## src/rtl/pcrel_pkg.sv

```systemverilog
package pcrel_pkg;

  typedef enum logic [1:0] {
    K_NONE,
    K_IMM,
    K_WORD,
    K_LONG
  } kind_e;

  typedef enum logic [1:0] {
    S_IDLE,
    S_REQ,
    S_WB
  } state_e;

  localparam logic [3:0] NIB_IMM  = 4'hE;
  localparam logic [3:0] NIB_WORD = 4'h9;
  localparam logic [3:0] NIB_LONG = 4'hD;

  localparam logic SZ_WORD = 1'b0;
  localparam logic SZ_LONG = 1'b1;

endpackage

```

## src/rtl/pcrel_decode.sv

```systemverilog
module pcrel_decode
  import pcrel_pkg::*;
#(
  parameter int INSTR_W = 16,
  parameter int IDX_W   = 4,
  parameter int FIELD_W = 8
) (
  input  logic [INSTR_W-1:0] instr,
  output kind_e              kind,
  output logic [IDX_W-1:0]   idx,
  output logic [FIELD_W-1:0] field
);
  localparam int OP_W = INSTR_W - IDX_W - FIELD_W;

  logic [OP_W-1:0] op;

  assign op    = instr[INSTR_W-1 -: OP_W];
  assign idx   = instr[FIELD_W +: IDX_W];
  assign field = instr[FIELD_W-1:0];

  always_comb begin
    kind = K_NONE;
    if (op == OP_W'(NIB_IMM))       kind = K_IMM;
    else if (op == OP_W'(NIB_WORD)) kind = K_WORD;
    else if (op == OP_W'(NIB_LONG)) kind = K_LONG;
  end
endmodule

```

## src/rtl/pcrel_agen.sv

```systemverilog
module pcrel_agen
  import pcrel_pkg::*;
#(
  parameter int ADDR_W  = 32,
  parameter int FIELD_W = 8
) (
  input  kind_e              kind,
  input  logic [ADDR_W-1:0]  pc,
  input  logic               slot,
  input  logic [ADDR_W-1:0]  target,
  input  logic [FIELD_W-1:0] disp,
  output logic [ADDR_W-1:0]  ea
);
  localparam logic [ADDR_W-1:0] SEQ_OFS   = ADDR_W'(4);
  localparam logic [ADDR_W-1:0] SLOT_OFS  = ADDR_W'(2);
  localparam logic [ADDR_W-1:0] ALIGN_MSK = ~ADDR_W'(3);

  logic [ADDR_W-1:0] base;
  logic [ADDR_W-1:0] disp_z;

  assign base   = slot ? (target + SLOT_OFS) : (pc + SEQ_OFS);
  assign disp_z = ADDR_W'(disp);

  always_comb begin
    if (kind == K_LONG) ea = (base & ALIGN_MSK) + (disp_z << 2);
    else                ea = base + (disp_z << 1);
  end
endmodule

```

## src/rtl/pcrel_extend.sv

```systemverilog
module pcrel_extend #(
  parameter int DATA_W = 32
) (
  input  logic              is_long,
  input  logic              lane_lo,
  input  logic [DATA_W-1:0] rdata,
  output logic [DATA_W-1:0] wdata
);
  localparam int HALF_W = DATA_W / 2;

  logic [HALF_W-1:0] half;

  assign half  = lane_lo ? rdata[HALF_W-1:0] : rdata[DATA_W-1 -: HALF_W];
  assign wdata = is_long ? rdata : {{HALF_W{half[HALF_W-1]}}, half};
endmodule

```

## src/rtl/pcrel_imm_unit.sv

```systemverilog
module pcrel_imm_unit
  import pcrel_pkg::*;
#(
  parameter int ADDR_W  = 32,
  parameter int DATA_W  = 32,
  parameter int INSTR_W = 16,
  parameter int IDX_W   = 4
) (
  input  logic               clk,
  input  logic               rst,
  input  logic               in_valid,
  input  logic [INSTR_W-1:0] in_instr,
  input  logic [ADDR_W-1:0]  in_addr,
  input  logic               in_slot,
  input  logic [ADDR_W-1:0]  in_target,
  output logic               busy,
  output logic               unhandled,
  output logic               mem_req,
  output logic [ADDR_W-1:0]  mem_addr,
  output logic               mem_size,
  input  logic               mem_ack,
  input  logic [DATA_W-1:0]  mem_rdata,
  output logic               wr_en,
  output logic [IDX_W-1:0]   wr_idx,
  output logic [DATA_W-1:0]  wr_data
);
  localparam int FIELD_W = INSTR_W / 2;

  state_e             state;
  kind_e              dec_kind;
  logic [IDX_W-1:0]   dec_idx;
  logic [FIELD_W-1:0] dec_field;
  logic [ADDR_W-1:0]  calc_ea;
  logic [DATA_W-1:0]  ext_data;
  logic [DATA_W-1:0]  imm_data;

  pcrel_decode #(.INSTR_W(INSTR_W), .IDX_W(IDX_W), .FIELD_W(FIELD_W)) u_dec (
    .instr (in_instr),
    .kind  (dec_kind),
    .idx   (dec_idx),
    .field (dec_field)
  );

  pcrel_agen #(.ADDR_W(ADDR_W), .FIELD_W(FIELD_W)) u_agen (
    .kind   (dec_kind),
    .pc     (in_addr),
    .slot   (in_slot),
    .target (in_target),
    .disp   (dec_field),
    .ea     (calc_ea)
  );

  pcrel_extend #(.DATA_W(DATA_W)) u_ext (
    .is_long (mem_size),
    .lane_lo (mem_addr[1]),
    .rdata   (mem_rdata),
    .wdata   (ext_data)
  );

  assign imm_data = {{(DATA_W-FIELD_W){dec_field[FIELD_W-1]}}, dec_field};
  assign busy     = (state != S_IDLE);

  always_ff @(posedge clk) begin
    if (rst) begin
      state     <= S_IDLE;
      mem_req   <= 1'b0;
      mem_addr  <= '0;
      mem_size  <= SZ_WORD;
      wr_en     <= 1'b0;
      wr_idx    <= '0;
      wr_data   <= '0;
      unhandled <= 1'b0;
    end else begin
      wr_en     <= 1'b0;
      unhandled <= 1'b0;
      case (state)
        S_IDLE: begin
          if (in_valid) begin
            case (dec_kind)
              K_IMM: begin
                wr_en   <= 1'b1;
                wr_idx  <= dec_idx;
                wr_data <= imm_data;
              end
              K_WORD, K_LONG: begin
                state    <= S_REQ;
                mem_req  <= 1'b1;
                mem_addr <= calc_ea;
                mem_size <= (dec_kind == K_LONG) ? SZ_LONG : SZ_WORD;
                wr_idx   <= dec_idx;
              end
              default: unhandled <= 1'b1;
            endcase
          end
        end
        S_REQ: begin
          if (mem_ack) begin
            mem_req <= 1'b0;
            wr_en   <= 1'b1;
            wr_data <= ext_data;
            state   <= S_WB;
          end
        end
        default: state <= S_IDLE;
      endcase
    end
  end
endmodule

```

## config.mk

```make
export PLATFORM = sky130hd
export DESIGN_NAME = pcrel_imm_unit
export DESIGN_NICKNAME = d
export VERILOG_FILES = /design/src/rtl/pcrel_pkg.sv /design/src/rtl/pcrel_decode.sv /design/src/rtl/pcrel_agen.sv /design/src/rtl/pcrel_extend.sv /design/src/rtl/pcrel_imm_unit.sv
export SDC_FILE = /design/constraint.sdc
export NUM_CORES = 1
export LEC_CHECK = 0
export BUFFER_PORTS_ARGS = -buffer_cell sky130_fd_sc_hd__buf_2
export CAP_MARGIN = 0
export CORE_ASPECT_RATIO = 0.8
export CORE_MARGIN = 3
export CORE_UTILIZATION = 52
export CTS_CLUSTER_SIZE = 25
export DETAILED_ROUTE_END_ITERATION = 8
export PLACE_DENSITY = 0.87
export REMOVE_ABC_BUFFERS = 1
export SLEW_MARGIN = 20
export SYNTH_ARGS = -nofsm -noshare
export SYNTH_HDL_FRONTEND = slang
export SYNTH_SLANG_ARGS = --single-unit
```

## constraint.sdc

```tcl
create_clock -name clk -period 7.9 [get_ports clk]
set_clock_uncertainty 0.05 [all_clocks]
set_input_delay 1.58 -clock clk [delete_from_list [all_inputs] [get_ports clk]]
set_output_delay 1.58 -clock clk [all_outputs]
set_load 0.02 [all_outputs]
```

* Word-level counts from Yosys, hierarchy flattened *
Cells that the tools add are included.

storage, ports and cells
  register bits = 74
  input bits = 117
  output and inout port bits = 73
  word-level logic and storage cells = 61

cells by class
  add/subtract/negate cells = 4
  equality and inequality tests = 11
  mux-type cells = 25
  reduce and logical (&&, ||, !) cells = 11
  bitwise gates (word level) = 2

operators with widths
  operator                                               count
  two-way mux 32 bit                                     6
  case mux 32 bit (2 select lines)                       1
  adder 32 x 10 -> 32 bit                                1
  adder 32 x 2 -> 32 bit, second input constant          1
  adder 32 x 3 -> 32 bit, second input constant          1
  adder 32 x 9 -> 32 bit                                 1
  two-way mux 16 bit                                     1
  equality test 4 bit, second input constant             3
  two-way mux 2 bit                                      6
  AND reduction 3 bit                                    3
  two-way mux 1 bit                                      8
  AND reduction 4 bit                                    2
  OR reduction 3 bit                                     2
  equality test 2 x 1 -> 1 bit, second input constant    2
  equality test 2 bit, second input constant             2
  inequality test 2 x 1 -> 1 bit, second input constant  2
  inequality test 2 bit, second input constant           2
  case mux 1 bit (2 select lines)                        2
  case mux 2 bit (2 select lines)                        1
  nonzero test 2 bit                                     2
  zero test 2 bit                                        1
  NOT 1 bit                                              2
  OR reduction 2 bit                                     1

* Longest topological paths before layout *
Gate-level depths: netlist (run 1).

  depth after elaboration = 9
  gate-level depth with buffers = 20
  mapped depth without buffers = 15

* Modules after synthesis *
A second synthesis (run 1) with hierarchy kept.

unflattened totals
  cells, all modules = 831
  area, all modules = 6517.5 sq um

by module, submodules not included
  module          area an instance (sq um)  cells an instance  seq. area each (sq um)  times used
  pcrel_agen      3019.1                    436                0.0                     1
  pcrel_imm_unit  2869.0                    326                1481.4                  1
  pcrel_extend    514.2                     54                 0.0                     1
  pcrel_decode    115.1                     15                 0.0                     1

* Least setup slack after synthesis (run 1) *
Ideal clock, no wire load.

  kind = in2reg
  from = input port in_slot
  to = register mem_addr[30]
  arrival time = 6.019 ns
  buffers on the path = 6
  slack = 1.740 ns
  cell stages on the path = 20
  required time = 7.759 ns
  cells stage by stage = buf_2 > buf_2 > clkbuf_1 > clkbuf_1 > clkbuf_1 > clkbuf_1 > nand2_1 > o21ai_0 > ha_1 > inv_1 > fa_1 > nor2b_1 > o31a_1 > o21ai_0 > a22oi_1 > o211ai_1 > nor3_1 > nand3_1 > or3_1 > a311oi_1

on the way
  longest elaborated chain between the ends = 3
  elaborated cells between the ends (all ways) = 4

ends and longest elaborated chain
  item                                                               line                                text
  start: declaration                                                 pcrel_imm_unit.sv:14                input logic in_slot,
  two-way mux 32 bit (*)                                             pcrel_agen.sv:21                    assign base = slot ? (target + SLOT_OFS) : (pc + SEQ_OFS);
  adder 32 x 9 -> 32 bit or adder 32 x 10 -> 32 bit (tied branches)  pcrel_agen.sv:26, pcrel_agen.sv:25
  two-way mux 32 bit (*)                                             pcrel_agen.sv:25                    if (kind == K_LONG) ea = (base & ALIGN_MSK) + (disp_z << 2);
  end signal: assignment                                             pcrel_imm_unit.sv:88                mem_addr <= calc_ea;
  end: declaration                                                   pcrel_imm_unit.sv:19                output logic [ADDR_W-1:0] mem_addr,

Every way passes the cells marked *; elsewhere a longest branch is shown, timed or not.
A chain may end at the register's enable or synchronous reset.

* Worst setup path after layout (run 1) *
  from = input port in_addr[2]
  to = register mem_addr[31]

on the way
  longest elaborated chain between the ends = 4
  elaborated cells between the ends (all ways) = 5

ends and longest elaborated chain
  item                                                               line                                text
  start: declaration                                                 pcrel_imm_unit.sv:13                input logic [ADDR_W-1:0] in_addr,
  adder 32 x 3 -> 32 bit (*)                                         pcrel_agen.sv:21
  two-way mux 32 bit (*)                                             pcrel_agen.sv:21
  adder 32 x 9 -> 32 bit or adder 32 x 10 -> 32 bit (tied branches)  pcrel_agen.sv:26, pcrel_agen.sv:25
  two-way mux 32 bit (*)                                             pcrel_agen.sv:25

Marked as above.

==> metrics, run 1 <==
DR iter-0 viols 684; Power Dens Cells 144 nW/um^2; critical path endpoint category register; setup TNS 0 ns; Num CTS Buffers 9; final hold violation count 0; most frequent CP cell o21ai_0; max-slew violation count 0; full die area 12800 um^2; clk buf depth 2; Tcrit/Tclk final 65.6%; #FFs+latches synth 74; io pins 190; Max Cap Viol 0; ys async rst share 0%; Static Leak 0.00304 uW; Hold WS 0.396 ns; top routing layer in use met4; share of cells above drive strength 1 24.8%; Post-Syn Area 5970 um^2; Die Ht 102 um; worst slew margin relative to its limit 30.7%; Max IR drop VDD 0.0948 mV; WL/cell 15.8 um; minimum clock period 5.18 ns; CTS root buffer clkbuf_16; Nets 1093; EDFF count, synth 0; core footprint 11100 um^2; Slew @ Worst Pin 1.04 ns; DP HPWL 13.4 mm; ANT cells 0; CP arrival 5.36 ns; GRT Total Usage 25.9%; Met1 Wirelength 8.09 mm; CTS Sinks 74; Total Power 1040 uW; vias in the first global route 5471; Hold Path Class register to register; routability cong. 0.938; Slowest-stage cell, CP or4_1; Critical Path Source Type input pin; CTS H-tree depth 3; first-pass GRT wire length 27.5 mm; crit-path cells buf_2 -> ha_1 -> and2_1 -> xnor2_1 -> o21ai_0 -> ha_1 -> o21ai_0 -> a21boi_0 -> o21ai_0 -> a21oi_1 -> a31oi_1 -> nor3_2 -> nand3_2 -> or4_1 -> a311oi_1; grt total ovfl 0; Distinct cells, synth 67; post-route ant nets 0; top post-synthesis cells by area dfxtp_1, nor2_1, xnor2_1, a21oi_1, xor2_1; ys flop type dfxtp_1; I/O Buffers 189; post-synthesis sequential area ratio 24.8%; Starting Density 54.0%; Critical Path RT 8.08 ns; Area Growth Syn to Fin 20.6%; fmax 193 MHz; count of hold-fix buffers inserted at cts 0; status completed; setup violators final 0; RSZ-0062 raised after global routing false; Residual DRC 0; Yosys warning total 0; Setup Fix Bufs, Post-CTS 0; DR pass1 iterations 5; CTS tree done; crit path kind input pin to register; Die X-Extent 126 um; clk_lat worst skew 0.33 ns; met3 routed WL 1.85 mm; area share of the largest cell type after synthesis 24.8%; CP Max Fanout 10; cell taking the most area after synthesis dfxtp_1; std cell rows 34; Mapped Cells 801; cts repair resizes 0; via-per-instance ratio 5.84; initial antenna violation count 0; r2r setup slk 5.66 ns; wire length on met2 7.33 mm; pin count of the biggest net entering global routing 76; vias post-DR 6444; WL final 17.5 mm; Worst-path clk slew 0.06 ns; crit-path max cell delay 0.50 ns; syn avg cell area 7.46 um^2
-- worst paths after layout --
kind | start | endpoint | cells past startpoint
worst min-delay path | mem_addr[2] | mem_addr[2] | 2
worst min register to register | mem_addr[2] | mem_addr[2] | 2
worst max register to register | mem_size | wr_data[4] | 5
worst max-delay path | in_addr[2] | mem_addr[31] | 15
-- synthesized netlist by cell type, types with 16 or more instances --
cell,instances
nor2_1,114
a21oi_1,78
nand2_1,75
dfxtp_1,74
xnor2_1,46
clkbuf_1,41
nor3_1,40
xor2_1,38
nand3_1,34
a211oi_1,22
o21ai_0,21
a311oi_1,19
nand4_1,19
ha_1,18
mux2i_1,18
inv_1,16
-- per-layer routing --
| metal | GRT usage [%] | vias up |
|---|---|---|
| met5 | 0 | - |
| met4 | 5.28 | 0 |
| met3 | 5.17 | 16 |
| met2 | 39.6 | 348 |
| met1 | 38.2 | 2895 |
| li1 | - | 3185 |
-- kinds of logic after synthesis --
family          after synthesis  share of synthesized area (%)
flops                        74                           24.8
mux                          22                           4.08
buf+inv                      66                           4.55
simple gates                361                           31.4
compound gates              174                           18.4
fa+ha+maj                    20                           4.44
xor+xnor                     84                           12.3
-- layout make-up --
| type | instances | area, um^2 |
|---|---|---|
| Tap cell | 144 | 180 |
| Inverter | 16 | 60.1 |
| Clock buffer | 9 | 225 |
| Sequential cell | 74 | 1480 |
| Clock inverter | 6 | 42.5 |
| Multi-Input combinational cell | 661 | 4230 |
| Timing Repair Buffer | 194 | 983 |
| Fill cell | 988 | 3860 |
-- critical path: cells and delay by family --
family	cells	cell delay, ns
adder cells (fa/ha/maj)	2	0.72
XOR/XNOR	1	0.16
AND/OR/NAND/NOR	4	1.51
AO/OA/AOI/OAI	7	1.24
buffers and inverters	1	0.14
-- sequential cells by signal, indices dropped and copies added, names as in the netlist --
name,flops
mem_addr,32
wr_data,32
wr_idx,4
state,2
mem_req,1
mem_size,1
unhandled,1
wr_en,1
-- metrics by stage --
| stage | util, % | cells | cell area [um^2] | worst slack, ns |
|---|---|---|---|---|
| final | 65.1 | 1104 | 7200 | 2.72 |
| after global routing | 65.1 | 1104 | 7200 | 2.38 |
| after CTS | 65.1 | 1104 | 7200 | 2.78 |
| after detailed placement | 62.6 | 1089 | 6930 | 2.43 |
| after global placement | 62.6 | 1089 | 6930 | 2.63 |
| after floorplan | - | 751 | 5760 | 3.22 |
-- report_power, final --
group	switching, uW	total, uW	internal (uW)	leakage (uW)
sequential	5.98	390	384	0.000600
clock	160	371	211	0.000128
combinational	169	276	107	0.00231
total	335	1040	702	0.00304
-- layout by cell type, fill, tap and decap left out, types with 7 or more instances in the layout --
master and instances:
a211oi_1 22, a311oi_1 19, nor2_1 114, a21oi_1 78, nand3_1 34, buf_2 189, mux2i_1 18, xor2_1 38
o21ai_0 21, nand4_1 19, clkbuf_16 9, xnor2_1 46, inv_1 16, ha_1 18, nor3_1 40, nor4_1 7
dfxtp_1 74, and3_1 9, nand2_1 75, and2_1 9
(Power assumes the default switching activity.)
==> run 2, diff against run 1 <==
- ABC_AREA: not set -> 1
- CORE_UTILIZATION: 52 -> 49
- PLACE_DENSITY: 0.87 -> 0.85
- clock period: 7.9 -> 4.4 ns (I/O delays scaled with it)
==> run 2 against run 1 <==
Via count is 30% higher; global-route usage is 3.3 points higher; sequential cell count stayed put; count of clock-buffer cells in the layout is 3 higher; synthesized cell count is 49% higher; largest cell class unchanged; combinational power is 100% higher; setup slack worse by 2.1 ns; non-clock buffer count is 3 higher; sequential share of layout area is 2.5 points lower; register-to-register slack worse by 4.2 ns; sequential power is 82% higher; cell count is 40% higher.
==> metrics, run 2 <==
RSZ-0062 raised after global routing false (unchanged); count of hold-fix buffers inserted at cts 0 (unchanged); clk buf depth 2 (unchanged); first-pass GRT wire length 36.5 mm (was 27.5 mm); hold depth 2 (unchanged); Yosys warning total 0 (unchanged); Static Leak 0.00407 uW (was 0.00304 uW); io pins 190 (unchanged); #FFs+latches synth 74 (unchanged); top post-synthesis cells by area dfxtp_1, nand2_1, nor2_1, o21ai_0, inv_1 (was dfxtp_1, nor2_1, xnor2_1, a21oi_1, xor2_1); vias post-DR 8393 (was 6444); std cell rows 37 (was 34); fmax 268 MHz; largest registers mem_addr x32, wr_data x32, wr_idx x4 (unchanged); Bufs and invs on worst path 3 (was 1); CP Max Fanout 6 (was 10); switching share of power 32.0% (was 32.3%); EDFF count, synth 0 (unchanged); DP Area 7870 um^2 (was 6930 um^2); Max Cap Viol 0 (unchanged); full die area 15300 um^2 (was 12800 um^2); via-per-instance ratio 5.43 (was 5.84); post-route cell area 8210 um^2 (was 7200 um^2); Die Ht 111 um (was 102 um); Area Growth Syn to Fin 20.9% (was 20.6%); CTS Sinks 74 (unchanged); post-route ant nets 0 (unchanged); crit-path max cell delay 0.37 ns (was 0.50 ns); worst slew margin relative to its limit 24.3% (was 30.7%); initial antenna violation count 0 (unchanged); ys async rst share 0% (unchanged); WL final 22.8 mm (was 17.5 mm); Seq pwr share 33.9% (was 37.6%); most frequent CP cell nand2_1 (was o21ai_0); final hold violation count 0 (unchanged); Critical Path Source Type input pin (unchanged); Critical Path RT 4.59 ns (was 8.08 ns); DP HPWL 17.8 mm (was 13.4 mm); max-slew violation count 0 (unchanged); crit path kind input pin to register (unchanged); Max IR drop VDD 0.229 mV (was 0.0948 mV); Starting Density 51.5% (was 54.0%); Post-Syn Area 6790 um^2 (was 5970 um^2); Sw Pwr 668 uW (was 335 uW); commonest non-fill, non-tap cells in the layout nand2_1, buf_2, nor2_1, inv_1, o21ai_0 (was buf_2, nor2_1, a21oi_1, nand2_1, dfxtp_1); Worst-path clk slew 0.06 ns (about the same); Distinct cells, synth 38 (was 67); r2r setup slk 1.43 ns (was 5.66 ns); ANT cells 0 (unchanged); placed insts 1530 (was 1089); Post-synth top cells nand2_1, nor2_1, inv_1 (was nor2_1, a21oi_1, nand2_1); setup TNS 0 ns (unchanged); CP delay by family, top simple AND/OR/NAND/NOR gates (unchanged); Setup Fix Bufs, Post-CTS 0 (unchanged); vias in the first global route 7554 (was 5471); cts repair resizes 0 (unchanged); minimum clock period 3.73 ns; syn avg cell area 5.68 um^2 (was 7.46 um^2); area share of the largest cell type after synthesis 21.8% (was 24.8%); crit-path cells buf_2 -> ha_1 -> nand3_2 -> nor2_4 -> xor2_1 -> o21ai_0 -> inv_1 -> ha_1 -> nand2_1 -> nor2_1 -> nand2_1 -> o211ai_1 -> nand4_1 -> a21oi_1 -> nand3_1 -> nor2_2 -> nand2_1 -> nand2_1 -> nand3_1 -> nand2_1 -> inv_1 (was buf_2 -> ha_1 -> and2_1 -> xnor2_1 -> o21ai_0 -> ha_1 -> o21ai_0 -> a21boi_0 -> o21ai_0 -> a21oi_1 -> a31oi_1 -> nor3_2 -> nand3_2 -> or4_1 -> a311oi_1); GRT Total Usage 29.2% (was 25.9%); CTS H-tree depth 3 (unchanged); setup violators final 0 (unchanged); critical path endpoint category register (unchanged); I/O Buffers 189 (unchanged); CTS root buffer clkbuf_16 (unchanged); R2R depth 10 (was 5); Tcrit/Tclk final 84.8%; clock power share 39.5% (was 35.8%); WL/cell 14.7 um (was 15.8 um); Power Dens Cells 255 nW/um^2 (was 144 nW/um^2); grt total ovfl 0 (unchanged); Hold Path Class register to register (unchanged); commonest non-fill, non-tap cell in the layout nand2_1 (was buf_2); post-synthesis sequential area ratio 21.8% (was 24.8%); core footprint 13200 um^2 (was 11100 um^2); status completed (unchanged); Slew @ Worst Pin 1.13 ns (was 1.04 ns); CP arrival 3.92 ns (was 5.36 ns); CTS tree done (unchanged); FILL cells 1301 (was 988); Num CTS Buffers 9 (unchanged); Die X-Extent 138 um (was 126 um); routability cong. 1.00 (was 0.938); DR pass1 iterations 5 (unchanged); register area 1480 um^2 (unchanged); cell taking the most area after synthesis dfxtp_1 (unchanged); P_int 1420 uW (was 702 uW); count leader, synth nand2_1 (was nor2_1); share of cells above drive strength 1 20.7% (was 24.8%); Comb pwr share 26.6% (about the same); Mapped Cells 1196 (was 801); Worst path depth 21 (was 15); Residual DRC 0 (unchanged); area of the multi-input gates 4680 um^2 (was 4230 um^2); Nets 1503 (was 1093); DR iter-0 viols 883 (was 684); pin count of the biggest net entering global routing 53 (was 76); clk_lat worst skew 0.33 ns (about the same); Finished Layout Cells 1546 (was 1104); ys flop type dfxtp_1 (unchanged); Slowest-stage cell, CP ha_1 (was or4_1)
run 2: cell types whose count changed in the layout (fill, tap and decap cells not counted), sizes merged, moves of 31 or more:
| cell | previous run | this run |
|---|---|---|
| nand2 | 77 | 366 |
| inv | 17 | 123 |
| nor2 | 114 | 208 |
| o21ai | 22 | 116 |
| nand3 | 36 | 95 |
| xnor2 | 46 | 8 |
| nor3 | 41 | 5 |
| xor2 | 38 | 7 |
run 2: kinds of logic (layout without fill, tap and decap cells):
group | Yosys count | after routing | share of synthesized area (%)
AO/OA/AOI/OAI | 220 | 220 | 17.3
AND/OR/NAND/NOR | 702 | 702 | 45.7
buffers and inverters | 165 | 340 | 9.31
flip-flops | 74 | 74 | 21.8
XOR/XNOR | 15 | 15 | 1.93
adder cells (fa/ha/maj) | 20 | 20 | 3.91
run 2: worst paths after layout:
kind	endpoint	from
setup reg to reg	wr_data[16]	state[0]
setup / recovery	mem_addr[28]	in_target[1]
hold reg to reg	mem_addr[2]	mem_addr[2]
hold / removal	mem_addr[2]	mem_addr[2]
run 2: cell type report:
type	count	share of cell area (%)
Clock buffer	12	3.25
Clock inverter	4	0.884
Inverter	127	5.81
Multi-Input combinational cell	957	57.1
Sequential cell	74	18.1
Tap cell	175	2.67
Timing Repair Buffer	197	12.3
run 2: worst min-delay path: cells and delay by family (launching register included):
| kind | cells | cell delay [ns] |
|---|---|---|
| compound gates | 1 | 0.05 |
| simple gates | 1 | 0.06 |
| flops | 1 | 0.31 |
run 2: metrics by stage:
stage / total power, uW / setup slack [ns] / hold WS, ns / utilization, %
floorplan: 1060 / 0.536 / 0.472 / -
global placement: 1250 / 0.508 / 0.403 / 59.6
detailed placement: 1260 / 0.351 / 0.406 / 59.6
CTS: 2080 / 0.700 / 0.415 / 62.2
global route: 2190 / 0.173 / 0.440 / 62.2
finish: 2090 / 0.669 / 0.415 / 62.2
run 2: per-layer routing:
layer	vias to the layer above	track usage [%]	part of all wire [%]
met4	0	9.91	2.9
li1	4215	-	-
met3	57	4.45	9.3
met5	-	0	0
met2	415	44.5	43
met1	3706	41.7	45
run 2: power by group through the flow:
stage               Clock, uW  Sequential, uW  Combinational (uW)
global route              863             710                 617
global placement            0             721                 532
floorplan                   0             749                 307
detailed placement          0             721                 540
CTS                       830             708                 546
finish                    826             708                 556
==> run 3, diff against run 2 <==
- ABC_AREA: 1 -> 0
- CORE_UTILIZATION: 49 -> 47
- PLACE_DENSITY: 0.85 -> 0.84
- clock period: 4.4 -> 3.2 ns (I/O delays scaled with it)
==> run 3 against run 2 <==
The flow now finishes with violations (setup timing); setup slack worse by 0.84 ns; total power up 49%; final area increased by 7.6%; count of clock-buffer cells in the layout fell by 1; wire length rose by 4.4%; critical path depth is 6 lower; global-route usage fell by 2.5 points; highest routed layer unchanged.
==> metrics, run 3 (synthesized netlist as in run 1, its figures left out) <==
crit-path max cell delay 0.38 ns (was 0.37 ns); ANT cells 0 (unchanged); io pins 190 (unchanged); I/O Buffers 189 (unchanged); Power Dens Cells 353 nW/um^2 (was 255 nW/um^2); Hold Path Class register to register (unchanged); WL final 23.8 mm (was 22.8 mm); Static Leak 0.00380 uW (was 0.00407 uW); Area Growth Syn to Fin 47.9% (was 20.9%); max-slew violation count 0 (unchanged); Critical Path Source Type input pin (unchanged); failing checks setup timing; Residual DRC 0 (unchanged); CP delay by family, top compound AO/OA/AOI/OAI gates (was simple AND/OR/NAND/NOR gates); vias in the first global route 6311 (was 7554); Slew @ Worst Pin 0.947 ns (was 1.13 ns); core footprint 12300 um^2 (was 13200 um^2); largest registers mem_addr x32, wr_data x32, wr_idx x4 (unchanged); Num CTS Buffers 9 (unchanged); area of the multi-input gates 4670 um^2 (was 4680 um^2); via-per-instance ratio 6.05 (was 5.43); Final WS setup -0.167 ns (was 0.669 ns); Nets 1225 (was 1503); CP Max Fanout 6 (unchanged); met3 routed WL 2.58 mm (was 2.12 mm); CTS Sinks 74 (unchanged); Critical Path RT 3.40 ns (was 4.59 ns); Post-Route Utilization 71.8% (was 62.2%); CTS tree done (unchanged); Bufs and invs on worst path 2 (was 3); setup TNS -0.557 ns (was 0 ns); placed insts 1233 (was 1530); clk_lat worst skew 0.34 ns (was 0.33 ns); status finished, violations left (was completed); top routing layer in use met4 (unchanged); register area 1480 um^2 (unchanged); DP HPWL 14.8 mm (was 17.8 mm); Reg-to-Reg Start mem_size (was state[0]); Slowest-stage cell, CP or3_1 (was ha_1); pre-CTS setup slack -0.719 ns (was 0.351 ns); WL/cell 18.8 um (was 14.7 um); Worst-path clk slew 0.06 ns (about the same); minimum clock period 3.37 ns; DR pass1 iterations 5 (unchanged); clk buf depth 2 (unchanged); Finished Layout Cells 1264 (was 1546); crit-path cells buf_4 -> and4_4 -> a21oi_1 -> o21ai_1 -> o21a_1 -> ha_1 -> o21a_1 -> nor2_2 -> buf_4 -> a22oi_1 -> o211ai_1 -> nor3_2 -> nand3_1 -> or3_1 -> a311oi_1 (was buf_2 -> ha_1 -> nand3_2 -> nor2_4 -> xor2_1 -> o21ai_0 -> inv_1 -> ha_1 -> nand2_1 -> nor2_1 -> nand2_1 -> o211ai_1 -> nand4_1 -> a21oi_1 -> nand3_1 -> nor2_2 -> nand2_1 -> nand2_1 -> nand3_1 -> nand2_1 -> inv_1); vias post-DR 7645 (was 8393); Die Ht 107 um (was 111 um); final hold violation count 0 (unchanged); RSZ-0062 raised after global routing true (was false); post-route ant nets 0 (unchanged); std cell rows 36 (was 37); Tcrit/Tclk final 105%; fmax 297 MHz; full die area 14100 um^2 (was 15300 um^2); crit path kind input pin to register (unchanged); initial antenna violation count 0 (unchanged); pin count of the biggest net entering global routing 66 (was 53); grt total ovfl 0 (unchanged); DR iter-0 viols 1011 (was 883); CTS H-tree depth 3 (unchanged); first-pass GRT wire length 31.4 mm (was 36.5 mm); CP arrival 3.56 ns (was 3.92 ns); Max Cap Viol 0 (unchanged); wire length on met2 10.6 mm (was 9.83 mm); CTS root buffer clkbuf_16 (unchanged); worst slew margin relative to its limit 36.3% (was 24.3%); commonest non-fill, non-tap cell in the layout buf_2 (was nand2_1); setup violators final 10 (was 0); Hold WS 0.415 ns (about the same); Max IR drop VDD 0.369 mV (was 0.229 mV); routability cong. 0.926 (was 1.00); critical path endpoint category register (unchanged); Starting Density 48.6% (was 51.5%); Met1 Wirelength 9.38 mm (was 10.2 mm); commonest non-fill, non-tap cells in the layout buf_2, buf_4, nor2_1, dfxtp_1, nand2_1 (was nand2_1, buf_2, nor2_1, inv_1, o21ai_0); share of cells above drive strength 1 39.7% (was 20.7%); GRT Total Usage 26.8% (was 29.2%); Critical Path Start in_target[3] (was in_target[1]); HP Start mem_addr[2] (unchanged); FILL cells 868 (was 1301); Die X-Extent 132 um (was 138 um)
[run 3: changes by cell type in the layout (fill, tap and decap cells not counted), moves of 36 or more]
| cell | delta |
|---|---|
| xnor2_1 | +36 |
| nand3_1 | -59 |
| nand2_1 | -279 |
| buf_4 | +120 |
| inv_1 | -101 |
| o21ai_0 | -96 |
| nor2_1 | -66 |
[run 3: layout make-up]
| class | count | share of cell area [%] |
|---|---|---|
| multi-input cells | 661 | 52.9 |
| well taps | 171 | 2.42 |
| clock buffers | 11 | 2.75 |
| flip-flops and latches | 74 | 16.8 |
| repair buffers | 326 | 23.5 |
| inverters | 16 | 0.680 |
| clock inverters | 5 | 0.963 |
[run 3: routing by layer]
layer	up-vias	GRT usage [%]
met5	-	0
met4	0	6.52
met3	162	4.55
met2	609	42.5
met1	3440	37.9
li1	3434	-
[run 3: stage by stage]
stage                     power [uW]  cell area [um^2]
after CTS                       2910              8280
after global placement          1770              7850
after detailed placement        1780              7860
after global routing            3220              8830
after floorplan                 1380              5760
final                           3110              8830
[run 3: worst min-delay path, cell delays in order, from the launching register on]
cell and delay, ns:
dfxtp_1 0.31, nand2_1 0.06, a21oi_1 0.05
[run 3: final timing paths]
path,end,slack (ns),cells past startpoint
setup / recovery,mem_addr[30],-0.17,15
hold reg to reg,mem_addr[2],0.41,2
setup reg to reg,wr_data[17],1.22,5
hold / removal,mem_addr[2],0.41,2
[run 3: timing repair]
item | CTS | global route
hold buffers | 0 | 0
setup buffers | 4 | 12
pin swaps | 13 | 57
resized for setup | 21 | 100
endpoints found under the setup margin | 20 | 22
[run 3: power breakdown]
part	internal (uW)	leakage [uW]	total (uW)	switching, uW
clock	710	0.000157	1110	400
combinational	464	0.00304	1040	578
sequential	947	0.000600	962	14.6
total	2120	0.00380	3110	993
